`src/rtl/irqc_pkg.sv`:
```
package irqc_pkg;
   localparam int N_SRC = 7;
   // status bit positions (software decodes these)
   localparam int B_RXPKT = 0;
   localparam int B_TXERR = 1;
   localparam int B_TXEMP = 2;
   localparam int B_RXOVF = 3;
   localparam int B_RXERR = 4;
   localparam int B_MGMT  = 5;
   localparam int B_PHY   = 6;
   // word addresses
   localparam int ADR_STATUS = 0;
   localparam int ADR_MASK   = 1;
   typedef logic [N_SRC-1:0] src_vec_t;
endpackage

```
`src/rtl/irqc_status_bit.sv`:
```
module irqc_status_bit (
   input  logic clk,
   input  logic rst_n,
   input  logic set_i,
   input  logic clr_i,
   output logic q_o
);
   always_ff @(posedge clk) begin
      if (!rst_n)     q_o <= 1'b0;
      else if (set_i) q_o <= 1'b1;
      else if (clr_i) q_o <= 1'b0;
   end

   // set beats a same-cycle acknowledge
   assert_set_wins_R8: assert property (@(posedge clk) disable iff (!rst_n)
      set_i |=> q_o);
   // a lone acknowledge clears
   assert_w1c_clears_R7: assert property (@(posedge clk) disable iff (!rst_n)
      (clr_i && !set_i) |=> !q_o);
endmodule

```
`src/rtl/irqc_tx_check.sv`:
```
module irqc_tx_check #(
   parameter int LEN_W       = 12,
   parameter int MAX_LEN     = 2032,
   parameter int RETRY_LIMIT = 16
) (
   input  logic             clk,
   input  logic             rst_n,
   input  logic             frame_start,
   input  logic [LEN_W-1:0] len_field,
   input  logic             collision,
   input  logic             done_ok,
   output logic             len_err,
   output logic             retry_err
);
   localparam int CNT_W = $clog2(RETRY_LIMIT + 1);

   logic [CNT_W-1:0] retry_cnt;
   logic             restart;

   assign restart   = frame_start | done_ok;
   assign len_err   = frame_start && (len_field > LEN_W'(MAX_LEN));
   assign retry_err = collision && !restart && (retry_cnt == CNT_W'(RETRY_LIMIT));

   always_ff @(posedge clk) begin
      if (!rst_n)         retry_cnt <= '0;
      else if (restart)   retry_cnt <= '0;
      else if (retry_err) retry_cnt <= '0;
      else if (collision) retry_cnt <= retry_cnt + 1'b1;
   end

   assert_cnt_bounded_R5: assert property (@(posedge clk) disable iff (!rst_n)
      retry_cnt <= CNT_W'(RETRY_LIMIT));
   assert_cnt_restart_R5: assert property (@(posedge clk) disable iff (!rst_n)
      restart |=> (retry_cnt == '0));
endmodule

```
`src/rtl/irqc_ctrl.sv`:
```
module irqc_ctrl #(
   parameter int DATA_W         = 32,
   parameter int ADDR_W         = 2,
   parameter int LEN_W          = 12,
   parameter int MAX_FRAME_LEN  = 2032,
   parameter int RETRY_LIMIT    = 16,
   parameter bit IRQ_REGISTERED = 1'b1
) (
   input  logic              clk,
   input  logic              rst_n,
   input  logic              bus_sel,
   input  logic              bus_wr,
   input  logic [ADDR_W-1:0] bus_addr,
   input  logic [DATA_W-1:0] bus_wdata,
   output logic [DATA_W-1:0] bus_rdata,
   input  logic              rx_pkt_done,
   input  logic              rx_speed_100,
   input  logic              rx_phy_err,
   input  logic              rx_dribble,
   input  logic              rx_fcs_bad,
   input  logic              rx_len_mismatch,
   input  logic              rx_fifo_ovf,
   input  logic              tx_frame_start,
   input  logic [LEN_W-1:0]  tx_len_field,
   input  logic              tx_collision,
   input  logic              tx_done_ok,
   input  logic              tx_fifo_empty,
   input  logic              mgmt_done,
   input  logic              phy_event,
   output logic              irq,
   output logic              txfifo_wptr_rst,
   output logic              tx_frame_reject
);
   import irqc_pkg::*;

   if (DATA_W < N_SRC) begin : g_bad_data_w
      $error("DATA_W must hold all status bits");
   end
   if (ADDR_W < 1) begin : g_bad_addr_w
      $error("ADDR_W must be at least 1");
   end
   if (MAX_FRAME_LEN >= (1 << LEN_W)) begin : g_bad_len
      $error("MAX_FRAME_LEN must fit in LEN_W bits");
   end
   if (RETRY_LIMIT < 1) begin : g_bad_retry
      $error("RETRY_LIMIT must be positive");
   end

   src_vec_t raw_q, mask_q, set_v, clr_v;
   logic     status_wr, mask_wr, len_err, retry_err, wptr_q;

   assign status_wr = bus_sel && bus_wr && (bus_addr == ADDR_W'(ADR_STATUS));
   assign mask_wr   = bus_sel && bus_wr && (bus_addr == ADDR_W'(ADR_MASK));

   irqc_tx_check #(
      .LEN_W(LEN_W), .MAX_LEN(MAX_FRAME_LEN), .RETRY_LIMIT(RETRY_LIMIT)
   ) u_txchk (
      .clk(clk), .rst_n(rst_n), .frame_start(tx_frame_start),
      .len_field(tx_len_field), .collision(tx_collision), .done_ok(tx_done_ok),
      .len_err(len_err), .retry_err(retry_err)
   );

   assign tx_frame_reject = len_err;

   always_comb begin
      set_v          = '0;
      set_v[B_RXPKT] = rx_pkt_done;
      set_v[B_TXERR] = len_err | retry_err;
      set_v[B_TXEMP] = tx_done_ok & tx_fifo_empty;
      set_v[B_RXOVF] = rx_fifo_ovf;
      set_v[B_RXERR] = (rx_phy_err & rx_speed_100) | rx_dribble | rx_fcs_bad | rx_len_mismatch;
      set_v[B_MGMT]  = mgmt_done;
      set_v[B_PHY]   = phy_event;
      clr_v          = status_wr ? bus_wdata[N_SRC-1:0] : '0;
   end

   for (genvar i = 0; i < N_SRC; i++) begin : g_bit
      irqc_status_bit u_bit (
         .clk(clk), .rst_n(rst_n), .set_i(set_v[i]), .clr_i(clr_v[i]), .q_o(raw_q[i])
      );
   end

   always_ff @(posedge clk) begin
      if (!rst_n) begin
         mask_q <= '1;
         wptr_q <= 1'b0;
      end else begin
         if (mask_wr) mask_q <= bus_wdata[N_SRC-1:0];
         wptr_q <= status_wr && bus_wdata[B_TXERR];
      end
   end
   assign txfifo_wptr_rst = wptr_q;

   if (IRQ_REGISTERED) begin : g_irq_reg
      logic irq_q;
      always_ff @(posedge clk) begin
         if (!rst_n) irq_q <= 1'b0;
         else        irq_q <= |(raw_q & mask_q);
      end
      assign irq = irq_q;
   end else begin : g_irq_comb
      assign irq = |(raw_q & mask_q);
   end

   always_comb begin
      bus_rdata = '0;
      if (bus_addr == ADDR_W'(ADR_STATUS))    bus_rdata[N_SRC-1:0] = raw_q;
      else if (bus_addr == ADDR_W'(ADR_MASK)) bus_rdata[N_SRC-1:0] = mask_q;
   end

   always_comb begin
      assert_upper_zero_R10: assert (bus_rdata[DATA_W-1:N_SRC] == '0);
   end
   assert_wptr_after_ack_R9: assert property (@(posedge clk) disable iff (!rst_n)
      (status_wr && bus_wdata[B_TXERR]) |=> txfifo_wptr_rst);
   assert_wptr_only_ack_R9: assert property (@(posedge clk) disable iff (!rst_n)
      txfifo_wptr_rst |-> $past(status_wr && bus_wdata[B_TXERR]));
   assert_reject_flags_R4: assert property (@(posedge clk) disable iff (!rst_n)
      tx_frame_reject |=> raw_q[B_TXERR]);
endmodule

```
`config.mk`:
```
export PLATFORM = sky130hd
export DESIGN_NAME = irqc_ctrl
export DESIGN_NICKNAME = d
export VERILOG_FILES = /design/src/rtl/irqc_pkg.sv /design/src/rtl/irqc_status_bit.sv /design/src/rtl/irqc_tx_check.sv /design/src/rtl/irqc_ctrl.sv
export SDC_FILE = /design/constraint.sdc
export NUM_CORES = 1
export LEC_CHECK = 0
export ABC_AREA = 1
export BUFFER_PORTS_ARGS = -buffer_cell sky130_fd_sc_hd__buf_2
export CAP_MARGIN = 20
export CORE_MARGIN = 2
export CORE_UTILIZATION = 36
export DETAILED_ROUTE_END_ITERATION = 6
export PLACE_DENSITY = 0.73
export SLEW_MARGIN = 20
export SYNTH_ARGS = -nofsm -noshare
export SYNTH_HDL_FRONTEND = slang
export SYNTH_SLANG_ARGS = --single-unit
```
`constraint.sdc`:
```
create_clock -name clk -period 1.1 [get_ports clk]
set_input_delay 0.055 -clock clk [delete_from_list [all_inputs] [get_ports clk]]
set_output_delay 0.055 -clock clk [all_outputs]
set_load 0.01 [all_outputs]
```
==> results.md, run 1 <==
- Final cycle utilization of the critical path: 1.10
- Port Buffers: 47
- CTS tree: yes
- Final Hold Fails: 0
- Post-DR vias/cell: 4.28
- Net switching power: 0.480 mW
- Min-delay src: rx_len_mismatch
- Max-cap violations: 0
- Avg Inst Size Synth: 7.24 um^2
- IO Pins: 98
- Residual DRC: 0
- Slew Viols, Final: 0
- Placed Cells incl. Taps: 270
- Sequential power share: 0.512
- Final setup fails: 6
- Die Wd: 63.3 um
- Min-delay worst type: in2reg
- Net Sw Frac: 0.302
- Static leakage: 0.916 nW
- Post-Route Setup TNS: -0.561 ns
- Synth Instances: 175
- PD cells: 883 nW/um^2
- Number of global-route vias before repair: 1227
- Number of antenna violations at the first check in global routing: 0
- CP Capture Type: flip-flop
- CP max FO: 5
- Vias post-DR: 1253
- Failing checks: setup timing
- FMAX: 823 MHz
- Total Power: 1.59 mW
- Clock skew: 0.0156 ns
- Post-synth ARST share: 0
- Largest net degree at the start of global routing: 14
- Area grow syn2layout: 42.3%
- Routed wire length: 3050 um
- Clock buffer depth: 2
- Die area: 4010 um^2
- Non-filler cells, final: 293
- Critical Path Source: u_txchk.retry_cnt[0]
- Worst-path clk slew: 0.13 ns
- R2R cell count: 8
- Grt ovf: 0
- GRT Overall Usage: 0.157
- N_diodes: 0
- Nets: 313
- Final setup margin: -0.115 ns
- Sequential area share after synthesis: 0.332
- First-pass GRT wire length: 5040 um
- Root Driver: clkbuf_4
- DRT Pass-1 Iters: 4
- VDD IR max: 0.587 mV
- Initial core utilization: 0.376
- Share of cells above drive strength 1: 0.409
- Die Y: 63.3 um
- Status: finished with violations
- Core Area: 3360 um^2
- RSZ-0062 raised after global routing: true
- Mapped Area: 1270 um^2
- Worst-Skew Late Latency: 0.32 ns
- Post-synth EDFFs: 0
- Iter 0 DRT Violations: 22
- Combinational share of power: 0.243
- Internal Power: 1.11 mW
- Post-synth top flop: dfxtp_1
- Critical Path AT: 1.43 ns
- WL/cell: 10.4 um
- Synth cell types: 27
- Critical R2R Launch: u_txchk.retry_cnt[0]
- FP Rows: 21
- Startpoint Class: flip-flop
- Clock power frac: 0.245
- GPL Wtd Cong: 0.792
- Critical path required time: 1.31 ns
- Setup CP Type: reg2reg
- Worst Hold Depth: 3
- Final ANT Viol Nets: 0
- Synth Register Bits: 21
- Commonest non-fill, non-tap cells in the layout: buf_2 (45), nand2_1 (30), conb_1 (25)
- Commonest non-fill, non-tap cell in the layout: buf_2
- Detail Placement HPWL: 2060 um
- H-tree levels: 1
- Utilization after layout: 0.536
- CTS Sinks: 21
- CTS Buf Count: 3
- Yosys warnings: 0
- Post-route minimum period: 1.21 ns
-- repair_timing --
item                                   in CTS  in global routing
cloned                                      0                  0
buffers inserted                            2                  2
resized for setup                          18                 20
endpoints found under the hold margin      13                  0
pin swaps                                   5                  8
setup endpoints to repair                  11                 13
hold buffers                               15                  0
-- power groups by stage --
stage | clock network, mW | logic, mW | registers, mW
after global placement | 0 | 0.304 | 0.826
final | 0.390 | 0.387 | 0.814
after floorplan | 0 | 0.244 | 0.824
after CTS | 0.403 | 0.373 | 0.811
after global routing | 0.433 | 0.429 | 0.818
after detailed placement | 0 | 0.307 | 0.826
-- sequential cells by signal, indices dropped and copies added, names as in the netlist --
| name | flops |
|---|---|
| g_bit.u_bit.q_o | 7 |
| u_txchk.retry_cnt | 5 |
| irq | 1 |
| mask_q | 7 |
| txfifo_wptr_rst | 1 |
-- synth_stat cells (2+ instances only) --
cell	count	area, um^2
xor2_1	2	17.5
buf_4	26	195
o211ai_1	3	22.5
nor2_1	16	60.1
o211ai_2	2	25.0
nor3_1	3	15.0
a22o_2	2	20.0
a21oi_1	10	50.1
nand3_1	13	65.1
ha_1	2	25.0
dfxtp_1	21	420
inv_1	23	86.3
o22ai_1	4	25.0
nand2_1	32	120
o21ai_0	3	15.0
nor2_2	2	12.5
-- critical path, stage by stage, from the launching register on --
cell and delay (ns):
dfxtp_2 0.36, inv_2 0.06, ha_4 0.12, nand2_2 0.05
nor2_2 0.08, nand4_1 0.11, buf_4 0.17, nand3_4 0.09
nor2_1 0.06
-- logic make-up after synthesis --
kind of cell / Yosys count / synth area share
simple gates: 71 / 0.259
compound gates: 25 / 0.129
fa+ha+maj: 2 / 0.0198
other cells: 1 / 0.00296
flops: 21 / 0.332
buf+inv: 53 / 0.243
xor+xnor: 2 / 0.0138
-- final cells by class --
type                       count  area, um^2
fill                         341        1560
multi-input combinational    125         712
timing repair buffer          72         473
sequential                    21         435
inverter                      25        96.3
tap                           46        57.6
clock buffer                   3        22.5
clock inverter                 1        5.00
-- through the flow --
stage	worst slack [ns]	instance area (um^2)	hold slack (ns)
CTS	-0.0940	1740	0.0162
finish	-0.115	1800	0.0219
global placement	-0.0733	1480	0.261
global route	-0.198	1800	0.0106
floorplan	0.0129	1360	0.172
detailed placement	-0.110	1480	0.267
-- final timing paths --
| check | to | slack [ns] |
|---|---|---|
| min reg2reg | mask_q[6] | 0.48 |
| max reg2reg | u_txchk.retry_cnt[1] | -0.11 |
| min | g_bit[4].u_bit.q_o | 0.02 |
| max | u_txchk.retry_cnt[1] | -0.11 |
-- layer usage --
metal | part of all wire | GRT usage
met1 | 0.43 | 0.182
met5 | 0 | 0
met4 | 0.0082 | 0.0326
met3 | 0.046 | 0.0411
met2 | 0.52 | 0.289
(Power assumes the default switching activity.)
==> inputs of run 2 (changes only) <==
Settings changed: CORE_MARGIN 2 to 10.
==> results.md, run 2 (same netlist as run 1, synthesis figures left out) <==
- Grt ovf: 0
- Worst-Skew Late Latency: 0.31 ns
- Worst Hold Endpoint: g_bit[4].u_bit.q_o
- N_diodes: 0
- Status: finished with violations
- Port Buffers: 47
- Initial core utilization: 0.376
- Clock skew: 0.0111 ns
- Clock buffer depth: 2
- Root Driver: clkbuf_4
- GRT Overall Usage: 0.107
- RSZ-0062 raised after global routing: true
- VDD IR max: 0.818 mV
- Iter 0 DRT Violations: 77
- Worst R2R End: g_bit[1].u_bit.q_o
- Commonest non-fill, non-tap cells in the layout: buf_2 (45), nand2_1 (30), conb_1 (25)
- Slew Viols, Final: 0
- FP Rows: 21
- Total Power: 1.59 mW
- Final setup margin: -0.101 ns
- Detail Placement HPWL: 2700 um
- Die area: 6290 um^2
- Crit path cell chain: inv_2, ha_4, nand2_2, nor2_2, nand4_1, buf_4, nand2_2, inv_2, a21oi_2
- Nets: 313
- Fill cell count: 344
- Largest net degree at the start of global routing: 14
- FMAX: 833 MHz
- Hold Slack: -0.00364 ns
- Static leakage: 0.915 nW
- Critical Path Source: u_txchk.retry_cnt[1]
- Failing checks: hold timing, setup timing
- Worst-path clk slew: 0.13 ns
- Placed Cells incl. Taps: 272
- R2R cell count: 9
- Final ANT Viol Nets: 0
- Worst Hold Depth: 3
- Startpoint Class: flip-flop
- PD cells: 887 nW/um^2
- Number of global-route vias before repair: 1286
- Min-delay src: rx_phy_err
- Vias post-DR: 1279
- Buf/Inv on CP: 3
- IO Pins: 98
- First-pass GRT wire length: 5610 um
- Top delay family on crit path: flip-flops
- Min-delay worst type: in2reg
- CTS tree: yes
- Core Area: 3360 um^2
- GPL Wtd Cong: 0.825
- Largest regs: g_bit.u_bit.q_o: 7 flops, mask_q: 7 flops, u_txchk.retry_cnt: 5 flops
- Area grow syn2layout: 41.5%
- Final Hold Fails: 1
- WL/cell: 12.6 um
- Post-Route Setup TNS: -0.317 ns
- Max-cap violations: 0
- Commonest non-fill, non-tap cell in the layout: buf_2
- Critical R2R Launch: u_txchk.retry_cnt[1]
- Post-DR vias/cell: 4.37
- CP Capture Type: flip-flop
- Residual DRC: 0
- Critical path required time: 1.36 ns
- Post-route minimum period: 1.20 ns
- CP max FO: 2
- CTS Buf Count: 3
- H-tree levels: 1
- Die Y: 79.3 um
- Critical Path AT: 1.46 ns
- Setup CP Type: reg2reg
- CTS Sinks: 21
- Slowest Stage Delay on Critical Path: 0.35 ns
- Final cycle utilization of the critical path: 1.09
- Crit path max-delay cell type: dfxtp_2
- Non-filler cells, final: 293
- Routed wire length: 3690 um
- Die Wd: 79.3 um
- Reg2Reg Setup Slack: -0.10 ns
- DRT Pass-1 Iters: 4
- Final setup fails: 6
- Share of cells above drive strength 1: 0.417
- Number of antenna violations at the first check in global routing: 0
-- run 2: cell count changes in the layout (fill, tap and decap cells not counted) --
cell / previous run / this run
buf_4: 10 / 12
dfxtp_1: 9 / 11
dfxtp_2: 12 / 10
dlygate4sd3_1: 15 / 13
nand3_2: 0 / 2
inv_1: 17 / 16
inv_2: 6 / 7
nand3_1: 12 / 11
nand3_4: 1 / 0
-- run 2: through the flow --
step                      cell area, um^2  utilization  setup slack [ns]
final                                1790        0.533            -0.101
after global routing                 1790        0.533            -0.158
after CTS                            1720        0.511           -0.0761
after detailed placement             1500        0.445            -0.114
after global placement               1500        0.445           -0.0802
after floorplan                      1360            -            0.0129
-- run 2: where the power goes --
group | switching [mW] | internal, mW
Combinational | 0.214 | 0.178
Clock | 0.248 | 0.136
Sequential | 0.0180 | 0.795
Total | 0.480 | 1.11
-- run 2: layout make-up --
| type | instances | area, um^2 | area share |
|---|---|---|---|
| inverters | 25 | 96.3 | 0.0538 |
| well taps | 46 | 57.6 | 0.0321 |
| flip-flops and latches | 21 | 433 | 0.242 |
| clock inverters | 1 | 5.00 | 0.00279 |
| clock buffers | 3 | 22.5 | 0.0126 |
| repair buffers | 72 | 468 | 0.261 |
| multi-input cells | 125 | 709 | 0.396 |
-- run 2: what timing repair did --
action	4_1_cts	5_1_grt
pin swaps	3	9
gates resized for setup	15	22
endpoints found under the hold margin	13	0
endpoints found under the setup margin	10	13
hold buffers	13	0
cloned	0	0
setup buffers	2	2
-- run 2: worst reg2reg max path: stages (launching register included) --
cell     delay, ns
dfxtp_2       0.35
inv_2         0.07
ha_4          0.13
nand2_2       0.05
nor2_2        0.08
nand4_1       0.12
buf_4         0.17
nand2_2       0.05
inv_2         0.03
a21oi_2       0.10
-- run 2: how the worst max path moves through the flow --
stage | endpoint | cells past startpoint
after floorplan | u_txchk.retry_cnt[0] | 7
after global placement | u_txchk.retry_cnt[0] | 7
after detailed placement | u_txchk.retry_cnt[0] | 7
after CTS | g_bit[1].u_bit.q_o | 9
after global routing | u_txchk.retry_cnt[2] | 7
final | g_bit[1].u_bit.q_o | 9
-- run 2: routing by layer --
metal  GRT usage  up-vias  wire [um]  share of wire
met5           0        -          0              0
met4      0.0341        0         58          0.016
met1       0.114      574       1480           0.40
met3      0.0349        6        255          0.069
li1            -      653          -              -
met2       0.196       46       1900           0.51
==> inputs of run 3 (changes only) <==
Settings changed: CORE_MARGIN 10 to 5.
==> results.md, run 3 (same netlist as run 1, synthesis figures left out) <==
- CTS Buf Count: 3
- Largest net degree at the start of global routing: 14
- Vias post-DR: 1236
- IO Pins: 98
- Fill cell count: 350
- Residual DRC: 0
- CTS tree: yes
- Net switching power: 0.466 mW
- Static leakage: 0.901 nW
- Number of global-route vias before repair: 1129
- Met3 WL post-DR: 203 um
- Clock power frac: 0.243
- Initial core utilization: 0.376
- Top Metal Used: met4
- RSZ-0062 raised after global routing: true
- Worst-path clk slew: 0.13 ns
- Final Hold Fails: 0
- Critical path required time: 1.34 ns
- Placed inst area: 1480 um^2
- Final cycle utilization of the critical path: 1.03
- CTS Sinks: 21
- CP max FO: 2
- Worst R2R End: g_bit[1].u_bit.q_o
- Startpoint Class: flip-flop
- CP Capture Type: flip-flop
- Die Wd: 69.3 um
- Final setup fails: 7
- H-tree levels: 1
- Core Area: 3360 um^2
- PD cells: 893 nW/um^2
- GRT Overall Usage: 0.118
- Critical R2R Launch: u_txchk.retry_cnt[1]
- Number of antenna violations at the first check in global routing: 0
- Min-delay src: rx_phy_err
- Status: finished with violations
- Grt ovf: 0
- R2R cell count: 8
- Net Sw Frac: 0.296
- Multi-input gate area: 716 um^2
- DRT Pass-1 Iters: 4
- Port Buffers: 47
- FMAX: 885 MHz
- Detail Placement HPWL: 2240 um
- First-pass GRT wire length: 4770 um
- Post-DR vias/cell: 4.29
- Clock buffer depth: 2
- Worst Hold Depth: 3
- Combinational share of power: 0.240
- Post-route minimum period: 1.13 ns
- VDD IR max: 0.644 mV
- Final ANT Viol Nets: 0
- Worst Hold Endpoint: g_bit[4].u_bit.q_o
- Share of cells above drive strength 1: 0.372
- Root Driver: clkbuf_4
- Internal Power: 1.11 mW
- GPL Wtd Cong: 0.769
- Setup CP Type: reg2reg
- Sequential power share: 0.518
- Slew Viols, Final: 0
- Commonest non-fill, non-tap cell in the layout: buf_2
- FF+latch area: 429 um^2
- WL met2: 1550 um
- Total Power: 1.57 mW
- Commonest non-fill, non-tap cells in the layout: buf_2 (45), nand2_1 (32), conb_1 (25)
- Die area: 4800 um^2
- Iter 0 DRT Violations: 59
- Critical Path AT: 1.37 ns
- Die Y: 69.3 um
- Nets: 308
- Worst-Skew Late Latency: 0.31 ns
- Final Cell Area: 1760 um^2
- Clock skew: 0.0138 ns
- Reg2Reg Setup Slack: -0.03 ns
- Utilization after layout: 0.523
- Max-cap violations: 0
- N_diodes: 0
- FP Rows: 21
- Routed wire length: 3100 um
- Met1 wire length: 1300 um
- Final setup margin: -0.0302 ns
- Largest regs: g_bit.u_bit.q_o: 7 flops, mask_q: 7 flops, u_txchk.retry_cnt: 5 flops
- WL/cell: 10.8 um
- Area grow syn2layout: 39.0%
- Min-delay worst type: in2reg
- Failing checks: setup timing
-- run 3: worst max path at each step --
stage	from	endpoint	slack (ns)	cells after the start
after floorplan	u_txchk.retry_cnt[0]	u_txchk.retry_cnt[0]	0.01	7
after global placement	u_txchk.retry_cnt[0]	u_txchk.retry_cnt[4]	-0.06	7
after detailed placement	u_txchk.retry_cnt[0]	u_txchk.retry_cnt[2]	-0.09	7
after CTS	u_txchk.retry_cnt[0]	u_txchk.retry_cnt[4]	-0.01	7
after global routing	u_txchk.retry_cnt[1]	g_bit[1].u_bit.q_o	-0.10	8
final	u_txchk.retry_cnt[1]	g_bit[1].u_bit.q_o	-0.03	8
-- run 3: what timing repair did --
| item | CTS | global route |
|---|---|---|
| gates cloned | 0 | 0 |
| gates resized for setup | 10 | 22 |
| endpoints found under the setup margin | 7 | 13 |
| hold buffers | 12 | 0 |
| setup buffers | 1 | 2 |
| pin swaps | 4 | 8 |
| endpoints found under the hold margin | 12 | 0 |
-- run 3: area by class of cell --
cell class | count | area share
multi-input combinational | 125 | 0.407
timing repair buffer | 67 | 0.247
sequential | 21 | 0.244
inverter | 25 | 0.0547
tap | 46 | 0.0327
clock buffer | 4 | 0.0149
-- run 3: power by group through the flow --
stage               sequential, mW  clock [mW]  combinational [mW]
floorplan                    0.824           0               0.244
detailed placement           0.826           0               0.306
global route                 0.818       0.395               0.418
finish                       0.814       0.381               0.377
CTS                          0.810       0.383               0.343
global placement             0.826           0               0.304
-- run 3: stage by stage --
step / instances / hold slack (ns) / worst slack [ns] / TNS [ns]
after floorplan: 199 / 0.172 / 0.0129 / 0
final: 288 / 0.00121 / -0.0302 / -0.127
after detailed placement: 270 / 0.266 / -0.0857 / -0.382
after global routing: 288 / 0.0168 / -0.105 / -0.634
after global placement: 270 / 0.260 / -0.0645 / -0.281
after CTS: 286 / 0.00736 / -0.0107 / -0.0247
-- run 3: per-layer routing --
layer | track usage | vias up
met5 | 0 | -
met4 | 0.0456 | 0
met3 | 0.0130 | 4
met2 | 0.213 | 43
met1 | 0.142 | 550
li1 | - | 639
-- run 3: worst max-delay path: stages, from the launching register on --
cell	delay, ns
dfxtp_2	0.35
inv_2	0.07
ha_4	0.12
nand2_1	0.04
nor2_1	0.08
nand4_1	0.15
nand2_1	0.13
inv_2	0.04
a21oi_2	0.09
